==> src/rtl/pwrseq_pkg.sv <==
// Shared definitions for the regulator start-up sequencer.
// Holds the phase encoding and the per-phase output decode,
// so that the state machine and the top use one definition.
package pwrseq_pkg;

    typedef enum logic [2:0] {
        PS_IDLE   = 3'd0,
        PS_SETTLE = 3'd1,
        PS_SAMPLE = 3'd2,
        PS_INIT   = 3'd3,
        PS_RAMP   = 3'd4,
        PS_READY  = 3'd5
    } pwrseq_state_e;

    typedef struct packed {
        logic lgate_off;
        logic sample_en;
        logic ea_en;
        logic ss_en;
        logic ready;
    } pwrseq_out_t;

    // Moore decode: the driver switches only once the ramp has begun.
    function automatic pwrseq_out_t pwrseq_decode(input pwrseq_state_e st);
        pwrseq_out_t o;
        o.lgate_off = !(st == PS_RAMP || st == PS_READY);
        o.sample_en = (st == PS_SAMPLE);
        o.ea_en     = (st == PS_RAMP || st == PS_READY);
        o.ss_en     = (st == PS_RAMP);
        o.ready     = (st == PS_READY);
        return o;
    endfunction

endpackage

==> src/rtl/pwrseq_sync.sv <==
// Multi-flop synchronizer for asynchronous comparator flags.
// Assumes the flags are level signals that stay stable far longer
// than STAGES clock cycles. Resets to all zeros, so the system reads
// as "not qualified" during reset. STAGES = 0 gives a plain wire.
module pwrseq_sync #(
    parameter int unsigned WIDTH  = 2,
    parameter int unsigned STAGES = 2
) (
    input  logic             clk,
    input  logic             rst_n,
    input  logic [WIDTH-1:0] d,
    output logic [WIDTH-1:0] q
);

    generate
        if (STAGES == 0) begin : g_bypass
            assign q = d;
        end else begin : g_chain
            logic [WIDTH-1:0] stage_q [STAGES];

            // Shift the flags through the flop chain.
            always_ff @(posedge clk) begin
                if (!rst_n) begin
                    for (int i = 0; i < STAGES; i++) stage_q[i] <= '0;
                end else begin
                    stage_q[0] <= d;
                    for (int i = 1; i < STAGES; i++) stage_q[i] <= stage_q[i-1];
                end
            end

            assign q = stage_q[STAGES-1];
        end
    endgenerate

endmodule

==> src/rtl/pwrseq_timer.sv <==
// Loadable down-counter used for the fixed-length phases.
// A load writes the terminal count minus one. The counter then
// decrements to zero and holds there. 'expired' is high while the
// count is zero. Load takes priority over counting.
module pwrseq_timer #(
    parameter int unsigned CW = 8
) (
    input  logic          clk,
    input  logic          rst_n,
    input  logic          load,
    input  logic [CW-1:0] load_val,
    output logic          expired
);

    logic [CW-1:0] cnt_q;

    // Reload on request, otherwise count down to zero and stop.
    always_ff @(posedge clk) begin
        if (!rst_n) begin
            cnt_q <= '0;
        end else if (load) begin
            cnt_q <= load_val;
        end else if (cnt_q != '0) begin
            cnt_q <= cnt_q - 1'b1;
        end
    end

    assign expired = (cnt_q == '0);

endmodule

==> src/rtl/pwrseq_fsm.sv <==
// Phase sequencer for regulator start-up.
// Assumes the qualifier flags are already synchronized and that
// sample_done is synchronous to clk. Losing either qualifier forces
// idle ahead of any phase progress. Only a supply loss clears the
// sample-valid record.
module pwrseq_fsm
    import pwrseq_pkg::*;
#(
    parameter int unsigned CW            = 8,
    parameter int unsigned SETTLE_CYCLES = 20,
    parameter int unsigned INIT_CYCLES   = 4,
    parameter int unsigned SS_CYCLES     = 40
) (
    input  logic          clk,
    input  logic          rst_n,
    input  logic          vcc_q,
    input  logic          sd_q,
    input  logic          sample_done,
    input  logic          tmr_expired,
    output logic          tmr_load,
    output logic [CW-1:0] tmr_val,
    output pwrseq_state_e state,
    output logic          sample_valid
);

    localparam logic [CW-1:0] SETTLE_LD = CW'(SETTLE_CYCLES - 1);
    localparam logic [CW-1:0] INIT_LD   = CW'(INIT_CYCLES - 1);
    localparam logic [CW-1:0] SS_LD     = CW'(SS_CYCLES - 1);

    pwrseq_state_e state_q, state_d;
    logic          valid_q;
    logic          set_valid;
    logic          run;

    assign run = vcc_q & sd_q;

    // Next-phase selection and timer reload requests.
    always_comb begin
        state_d   = state_q;
        tmr_load  = 1'b0;
        tmr_val   = '0;
        set_valid = 1'b0;
        if (!run) begin
            state_d = PS_IDLE;
        end else begin
            unique case (state_q)
                PS_IDLE: begin
                    state_d  = PS_SETTLE;
                    tmr_load = 1'b1;
                    tmr_val  = SETTLE_LD;
                end
                PS_SETTLE: begin
                    if (tmr_expired) state_d = PS_SAMPLE;
                end
                PS_SAMPLE: begin
                    if (sample_done) begin
                        state_d   = PS_INIT;
                        tmr_load  = 1'b1;
                        tmr_val   = INIT_LD;
                        set_valid = 1'b1;
                    end
                end
                PS_INIT: begin
                    if (tmr_expired) begin
                        state_d  = PS_RAMP;
                        tmr_load = 1'b1;
                        tmr_val  = SS_LD;
                    end
                end
                PS_RAMP: begin
                    if (tmr_expired) state_d = PS_READY;
                end
                PS_READY: state_d = PS_READY;
                default:  state_d = PS_IDLE;
            endcase
        end
    end

    // Phase register.
    always_ff @(posedge clk) begin
        if (!rst_n) state_q <= PS_IDLE;
        else        state_q <= state_d;
    end

    // Sample-valid record: supply loss clears it, a completed sample sets it.
    always_ff @(posedge clk) begin
        if (!rst_n)         valid_q <= 1'b0;
        else if (!vcc_q)    valid_q <= 1'b0;
        else if (set_valid) valid_q <= 1'b1;
    end

    assign state        = state_q;
    assign sample_valid = valid_q;

endmodule

==> src/rtl/pwrseq_ctrl.sv <==
// Top of the regulator start-up sequencer.
// Synchronizes the two comparator flags, runs the phase machine
// with a shared down-counter, and decodes the phase into the
// driver, sample, amplifier, ramp and ready controls. Every delay
// parameter must be at least 1.
module pwrseq_ctrl
    import pwrseq_pkg::*;
#(
    parameter int unsigned SYNC_STAGES   = 2,
    parameter int unsigned SETTLE_CYCLES = 20,
    parameter int unsigned INIT_CYCLES   = 4,
    parameter int unsigned SS_CYCLES     = 40
) (
    input  logic clk,
    input  logic rst_n,
    input  logic vcc_ok,
    input  logic sd_release,
    input  logic sample_done,
    output logic lgate_off,
    output logic sample_en,
    output logic ea_en,
    output logic ss_en,
    output logic ready,
    output logic sample_valid
);

    localparam int unsigned MAX_A  = (SETTLE_CYCLES > INIT_CYCLES) ? SETTLE_CYCLES : INIT_CYCLES;
    localparam int unsigned MAX_CY = (MAX_A > SS_CYCLES) ? MAX_A : SS_CYCLES;
    localparam int unsigned CW     = $clog2(MAX_CY) + 1;

    logic [1:0]    flags_q;
    logic          vcc_q;
    logic          sd_q;
    logic          tmr_load;
    logic [CW-1:0] tmr_val;
    logic          tmr_expired;
    pwrseq_state_e state;
    pwrseq_out_t   dec;

    pwrseq_sync #(
        .WIDTH  (2),
        .STAGES (SYNC_STAGES)
    ) u_sync (
        .clk   (clk),
        .rst_n (rst_n),
        .d     ({vcc_ok, sd_release}),
        .q     (flags_q)
    );

    assign vcc_q = flags_q[1];
    assign sd_q  = flags_q[0];

    pwrseq_timer #(
        .CW (CW)
    ) u_timer (
        .clk      (clk),
        .rst_n    (rst_n),
        .load     (tmr_load),
        .load_val (tmr_val),
        .expired  (tmr_expired)
    );

    pwrseq_fsm #(
        .CW            (CW),
        .SETTLE_CYCLES (SETTLE_CYCLES),
        .INIT_CYCLES   (INIT_CYCLES),
        .SS_CYCLES     (SS_CYCLES)
    ) u_fsm (
        .clk          (clk),
        .rst_n        (rst_n),
        .vcc_q        (vcc_q),
        .sd_q         (sd_q),
        .sample_done  (sample_done),
        .tmr_expired  (tmr_expired),
        .tmr_load     (tmr_load),
        .tmr_val      (tmr_val),
        .state        (state),
        .sample_valid (sample_valid)
    );

    // Phase-to-control decode.
    always_comb dec = pwrseq_decode(state);

    assign lgate_off = dec.lgate_off;
    assign sample_en = dec.sample_en;
    assign ea_en     = dec.ea_en;
    assign ss_en     = dec.ss_en;
    assign ready     = dec.ready;

endmodule

==> config.mk <==
export PLATFORM = sky130hd
export DESIGN_NAME = pwrseq_ctrl
export DESIGN_NICKNAME = d
export VERILOG_FILES = /design/src/rtl/pwrseq_pkg.sv /design/src/rtl/pwrseq_sync.sv /design/src/rtl/pwrseq_timer.sv /design/src/rtl/pwrseq_fsm.sv /design/src/rtl/pwrseq_ctrl.sv
export SDC_FILE = /design/constraint.sdc
export NUM_CORES = 1
export LEC_CHECK = 0
export BUFFER_PORTS_ARGS = -buffer_cell sky130_fd_sc_hd__buf_2
export CAP_MARGIN = 30
export CORE_ASPECT_RATIO = 0.7
export CORE_MARGIN = 1.5
export CORE_UTILIZATION = 30
export DETAILED_ROUTE_END_ITERATION = 16
export PLACE_DENSITY = 0.54
export SETUP_SLACK_MARGIN = 0.05
export SLEW_MARGIN = 20
export SYNTH_ARGS = -nofsm -noshare
export SYNTH_HDL_FRONTEND = slang
export SYNTH_SLANG_ARGS = --single-unit
export TNS_END_PERCENT = 1
==> constraint.sdc <==
create_clock -name clk -period 2.2 [get_ports clk]
set_clock_uncertainty 0.1 [all_clocks]
set_input_delay 0.22 -clock clk [delete_from_list [all_inputs] [get_ports clk]]
set_output_delay 0.22 -clock clk [all_outputs]
set_load 0.005 [all_outputs]
==> results_dict.tcl, run 1 <==
set metrics [dict create \
    insertion_delay_ns 0.29 \
    synth_edf_count 0 \
    clkPwrFrac_pct 16.4 \
    final_cells 125 \
    numCtsBuffers 3 \
    crit_required_ns 2.31 \
    worstSetupPathType "flop to flop" \
    die_area_um2 2770 \
    die_y_um 44.5 \
    antenna_cells 0 \
    cp.arrival_ns 1.87 \
    reg2reg_to "u_timer.cnt_q[5]" \
    slew-limit-headroom_pct 69.4 \
    post_cts_buffers 0 \
    drive_above_1_share_pct 21.5 \
    clock_sinks 15 \
    end_kind "flop" \
    grt_pass1_vias 563 \
    io_pins 11 \
    seqPwrFrac_pct 40.9 \
    root_buffer "clkbuf_4" \
    power_frac_comb_pct 42.7 \
    switchingPower_mw 0.369 \
    synth_top_area_cell "dfxtp_1" \
    power_switching_share_pct 37.2 \
    startpoint_type "flop" \
    cts.htree.levels 1 \
    worstReg2RegStart "u_timer.cnt_q[2]" \
    cts_resized 0 \
    area_growth_pct 14.8 \
    grt-ovfl-total 0 \
    fp-row-count 14 \
    fin_crit_sh_pct 80.2 \
    worstHoldPathType "input pin to flop" \
    asyncSetResetFlopFracSynth_pct 0 \
    tritoncts "yes" \
    fin_crit_ns 1.76 \
    clk_path_buf_depth 2 \
    cts_hold_buf 0 \
    ys_warn_count 0 \
    drv_cap 0 \
    synth-seq-cells 15 \
    viasPerCell 4.81 \
    drc 0 \
    fmax_mhz 567 \
    synth_cells 80 \
    grt_first_pass_wirelength_um 2480 \
    routed_wl_um 1380 \
    slew_violations 0 \
    crit_fanout 5 \
    die_width_um 62.2 \
    internal_power_mw 0.623 \
    drt-pass1-iter-count 4 \
    nets 101 \
    finalHoldViolCount 0 \
    grt_max_degree 14 \
    placed_area_um2 816 \
    rsz0062_at_grt "false" \
    worstSetupEndpoint "u_timer.cnt_q[5]" \
    antenna_found_initial 0 \
    final_cell_area_um2 846 \
    yosysTopAreaCellShare_pct 40.7 \
    max_slew.worst_pin.slew_ns 0.452 \
    holdWs_ns 0.0268 \
    r2r_setup_slack_ns 0.44 \
    ant_nets 0 \
    dp.cells 121 \
    grt_usage_pct 11.9 \
    io_buffers 10 \
    syn_avg_cell_area_um2 9.21 \
    ys_top_cells_by_area "dfxtp_1 41%, xnor2_1 4.8%, nand2_1 4.1%, and2_1 3.4%, ha_1 3.4%" \
    start_util_pct 32.9 \
    synth_ff_type "dfxtp_1" \
    yosysSeqAreaShare_pct 40.7 \
    ff2ff_path_depth 4 \
    synthesis.nets 87 \
    outcome "completed" \
    setup_tns_ns 0 \
    place_hpwl_um 1060 \
    vdd_drop_max_v 0.000377 \
    vias 601 \
    fin_util_pct 37.7 \
    leakagePower_nw 0.371 \
    drt_iter0_markers 24 \
    core_area_um2 2240 \
    syn_area_um2 737 \
    power.density_nw_per_um2 1170 \
    clk_pin_slew_ns 0.10 \
    place.gp.congestion 0.782 \
    wire_per_inst_um 11.1 \
    finalSetupViolations 0 \
    yosys.cell_types.count 33 \
    startpoint "u_timer.cnt_q[2]" \
]
metrics by stage:
stage | power (mW) | setup slack, ns
3_3_place_gp | 0.835 | 0.436
5_1_grt | 1.07 | 0.286
6_report | 0.993 | 0.436
3_5_place_dp | 0.838 | 0.434
2_1_floorplan | 0.751 | 0.604
4_1_cts | 1.00 | 0.420
critical path, stage by stage, from the launching register on:
cell and delay [ns]:
dfxtp_1 0.37, nor4_4 0.40, nand4b_2 0.20, or4_1 0.51
o21ai_0 0.10
routing by layer:
| layer | track usage (%) | vias to the layer above | part of all wire (%) |
|---|---|---|---|
| li1 | - | 307 | - |
| met1 | 14.4 | 272 | 49 |
| met2 | 19.1 | 19 | 44 |
| met3 | 5.60 | 3 | 6.2 |
| met4 | 4.00 | 0 | 0.36 |
| met5 | 0 | - | 0 |
sequential cells by signal, summed over array words and instances, names as in the netlist:
signal,count
u_timer.cnt_q,7
u_sync.g_chain.stage_q,4
u_fsm.sample_valid,1
u_fsm.state,3
cells in the mapped netlist, types with 2 or more instances:
library cell  instances
nand2_1               8
and3_1                2
a21oi_1               3
nand3_1               2
a21o_1                2
dfxtp_1              15
ha_1                  2
and2_1                4
nor3_1                2
or3_1                 3
nor2_1                6
xnor2_1               4
o21ai_0               3
inv_1                 5
logic make-up (layout without fill, tap and decap cells):
logic type      Yosys count  after routing  synth area share (%)
simple gates             38             38                  32.3
flops                    15             15                  40.7
compound gates           13             13                  12.2
buf+inv                   6             19                  4.07
xor+xnor                  5              5                  5.94
fa+ha+maj                 2              2                  3.40
mux                       1              1                  1.36
power by group through the flow:
| stage | Clock [mW] | Sequential (mW) | Combinational (mW) |
|---|---|---|---|
| after floorplan | 0 | 0.397 | 0.354 |
| after global placement | 0 | 0.412 | 0.424 |
| after detailed placement | 0 | 0.412 | 0.426 |
| after CTS | 0.170 | 0.407 | 0.427 |
| after global routing | 0.189 | 0.415 | 0.466 |
| final | 0.163 | 0.406 | 0.424 |
worst min-delay path by stage:
| stage | slack (ns) | cells past startpoint | from | to |
|---|---|---|---|---|
| after floorplan | 0.25 | 1 | sd_release | u_sync.g_chain.stage_q[0][0] |
| after global placement | 0.32 | 1 | u_sync.g_chain.stage_q[0][0] | u_sync.g_chain.stage_q[0][2] |
| after detailed placement | 0.32 | 1 | u_sync.g_chain.stage_q[0][1] | u_sync.g_chain.stage_q[0][3] |
| after CTS | 0.02 | 2 | vcc_ok | u_sync.g_chain.stage_q[0][1] |
| after global routing | 0.008 | 2 | vcc_ok | u_sync.g_chain.stage_q[0][1] |
| final | 0.03 | 2 | vcc_ok | u_sync.g_chain.stage_q[0][1] |
cell type report:
class | count | area, um^2
sequential | 15 | 300
multi-input combinational | 59 | 407
timing repair buffer | 10 | 50.0
inverter | 5 | 18.8
fill | 253 | 1400
tap | 32 | 40.0
clock inverter | 1 | 7.51
clock buffer | 3 | 22.5
placed cells by master (no fill, tap or decap), types with 3 or more instances in the layout:
| cell | netlist | routed |
|---|---|---|
| dfxtp_1 | 15 | 15 |
| a21oi_1 | 3 | 3 |
| buf_2 | 0 | 10 |
| nor2_1 | 6 | 6 |
| or3_1 | 3 | 3 |
| clkbuf_4 | 0 | 3 |
| nand2_1 | 8 | 8 |
| o21ai_0 | 3 | 3 |
| and2_1 | 4 | 4 |
| inv_1 | 5 | 5 |
| xnor2_1 | 4 | 4 |
Note: power is estimated with default switching activity, not from simulation.
==> run 2: changes to the inputs <==
--- a/config.mk
+++ b/config.mk
@@ -11,7 +11,7 @@
 export CORE_MARGIN = 1.5
 export CORE_UTILIZATION = 30
 export DETAILED_ROUTE_END_ITERATION = 16
-export PLACE_DENSITY = 0.54
+export PLACE_DENSITY = 0.56
 export SETUP_SLACK_MARGIN = 0.05
 export SLEW_MARGIN = 20
 export SYNTH_ARGS = -nofsm -noshare
==> constraint.sdc (replaced) <==
create_clock -name clk -period 1.5 [get_ports clk]
set_clock_uncertainty 0.1 [all_clocks]
set_input_delay 0.15 -clock clk [delete_from_list [all_inputs] [get_ports clk]]
set_output_delay 0.15 -clock clk [all_outputs]
set_load 0.005 [all_outputs]
==> run 2 against run 1 <==
The flow now finishes with violations (negative setup slack). Critical path type unchanged. Utilization rose by 9.3 points. First-iteration DRC count rose by 8.3%. Sequential share of layout area fell by 6.4 points. Sequential power rose by 45%. Clock power rose by 42%. Worst hold slack improved by 0.041 ns. Non-clock buffer count rose by 19. Combinational power rose by 150%. Power rose by 88%.
==> results_dict.tcl, run 2 (synthesis gave the netlist of run 1 again) <==
set metrics [dict create \
    outcome "finished with violations" \
    violations "negative setup slack" \
    drv_cap 0 \
    routed_wl_um 1650 \
    drt-pass1-iter-count 4 \
    power.density_nw_per_um2 1770 \
    finalSetupViolations 9 \
    grt_max_degree 13 \
    cp.arrival_ns 1.69 \
    vias 675 \
    io_buffers 10 \
    root_buffer "clkbuf_4" \
    crit_fanout 4 \
    place_hpwl_um 1220 \
    startpoint_type "flop" \
    grt_usage_pct 13.5 \
    nFillCells 240 \
    drive_above_1_share_pct 49.1 \
    nets 120 \
    clock_sinks 15 \
    fin_crit_sh_pct 105 \
    holdWs_ns 0.0678 \
    setup_slack_ns -0.0729 \
    slew-limit-headroom_pct 78.2 \
    fp-row-count 14 \
    io_pins 11 \
    tritoncts "yes" \
    die_width_um 62.2 \
    mostFrequentLayoutCell "buf_4" \
    placed_area_um2 948 \
    post-place-ws_ns -0.0883 \
    slew_violations 0 \
    final_cell_area_um2 1050 \
    largest_reg_flops 7 \
    worstSetupPathType "flop to flop" \
    die_y_um 44.5 \
    fin_util_pct 47.0 \
    place.gp.congestion 0.777 \
    drt_iter0_markers 26 \
    cts.htree.levels 1 \
    area_growth_pct 43.0 \
    max_slew.worst_pin.slew_ns 0.323 \
    leakagePower_nw 0.480 \
    end_kind "flop" \
    numCtsBuffers 3 \
    core_area_um2 2240 \
    rsz0062_at_grt "true" \
    grt_first_pass_wirelength_um 2820 \
    clk_pin_slew_ns 0.09 \
    wire_per_inst_um 11.4 \
    start_util_pct 32.9 \
    largest-register "u_timer.cnt_q" \
    die_area_um2 2770 \
    ant_nets 0 \
    r2r_setup_slack_ns -0.07 \
    final_cell_mix "16 x buf_4, 10 x buf_2, 10 x dfxtp_1" \
    finalHoldViolCount 0 \
    clk_path_buf_depth 2 \
    grt_pass1_vias 638 \
    drc 0 \
    crit_required_ns 1.62 \
    vdd_drop_max_v 0.000668 \
    fin_crit_ns 1.57 \
    antenna_cells 0 \
    insertion_delay_ns 0.29 \
    viasPerCell 4.69 \
    worstHoldPathType "input pin to flop" \
    antenna_found_initial 0 \
    grt-ovfl-total 0 \
    fmax_mhz 636 \
]
[run 2: cell count changes in the layout (fill, tap and decap cells not counted), sizes merged]
cell         before  now
buf              10   27
dlygate4sd3       0    2
clkbuf            3    4
clkinvlp          1    0
[run 2: final timing paths]
check,to,cells after the start,startpoint
hold reg to reg,u_sync.g_chain.stage_q[0][2],1,u_sync.g_chain.stage_q[0][0]
hold / removal,u_fsm.sample_valid,3,sample_done
setup / recovery,u_timer.cnt_q[2],4,u_timer.cnt_q[2]
setup reg to reg,u_timer.cnt_q[2],4,u_timer.cnt_q[2]
[run 2: area by class of cell]
type	count	area [um^2]	share of cell area (%)
timing repair buffer	29	201	19.1
sequential	15	307	29.1
multi-input combinational	59	460	43.7
tap	32	40.0	3.80
clock buffer	4	26.3	2.49
inverter	5	18.8	1.78
[run 2: power breakdown]
group	total (mW)	switching (mW)	internal, mW	leakage [nW]
Clock	0.232	0.128	0.103	0.0150
Combinational	1.05	0.425	0.624	0.340
Sequential	0.587	0.0856	0.501	0.125
[run 2: metrics by stage]
stage	total power, mW	instances	TNS, ns
2_1_floorplan	1.14	80	-0.00986
3_3_place_gp	1.47	136	-0.266
3_5_place_dp	1.48	136	-0.447
4_1_cts	1.73	142	-0.486
5_1_grt	2.03	144	-1.12
6_report	1.87	144	-0.402
[run 2: what timing repair did]
item | CTS | global route
pin swaps | 5 | 6
hold endpoints to repair | 2 | 0
hold buffers | 2 | 0
endpoints found under the setup margin | 11 | 15
resized for setup | 3 | 13
setup buffers | 0 | 3
[run 2: layer usage]
layer  GRT usage [%]  share of wire, %
met3            5.34               3.9
met2            21.1                47
met4            4.00               1.1
met5               0                 0
met1            17.5                48
[run 2: worst max-delay path: stages, from the launching register on]
cell,delay (ns)
dfxtp_2,0.35
nor4_4,0.33
nand4b_2,0.20
or4_4,0.45
o21ai_0,0.08
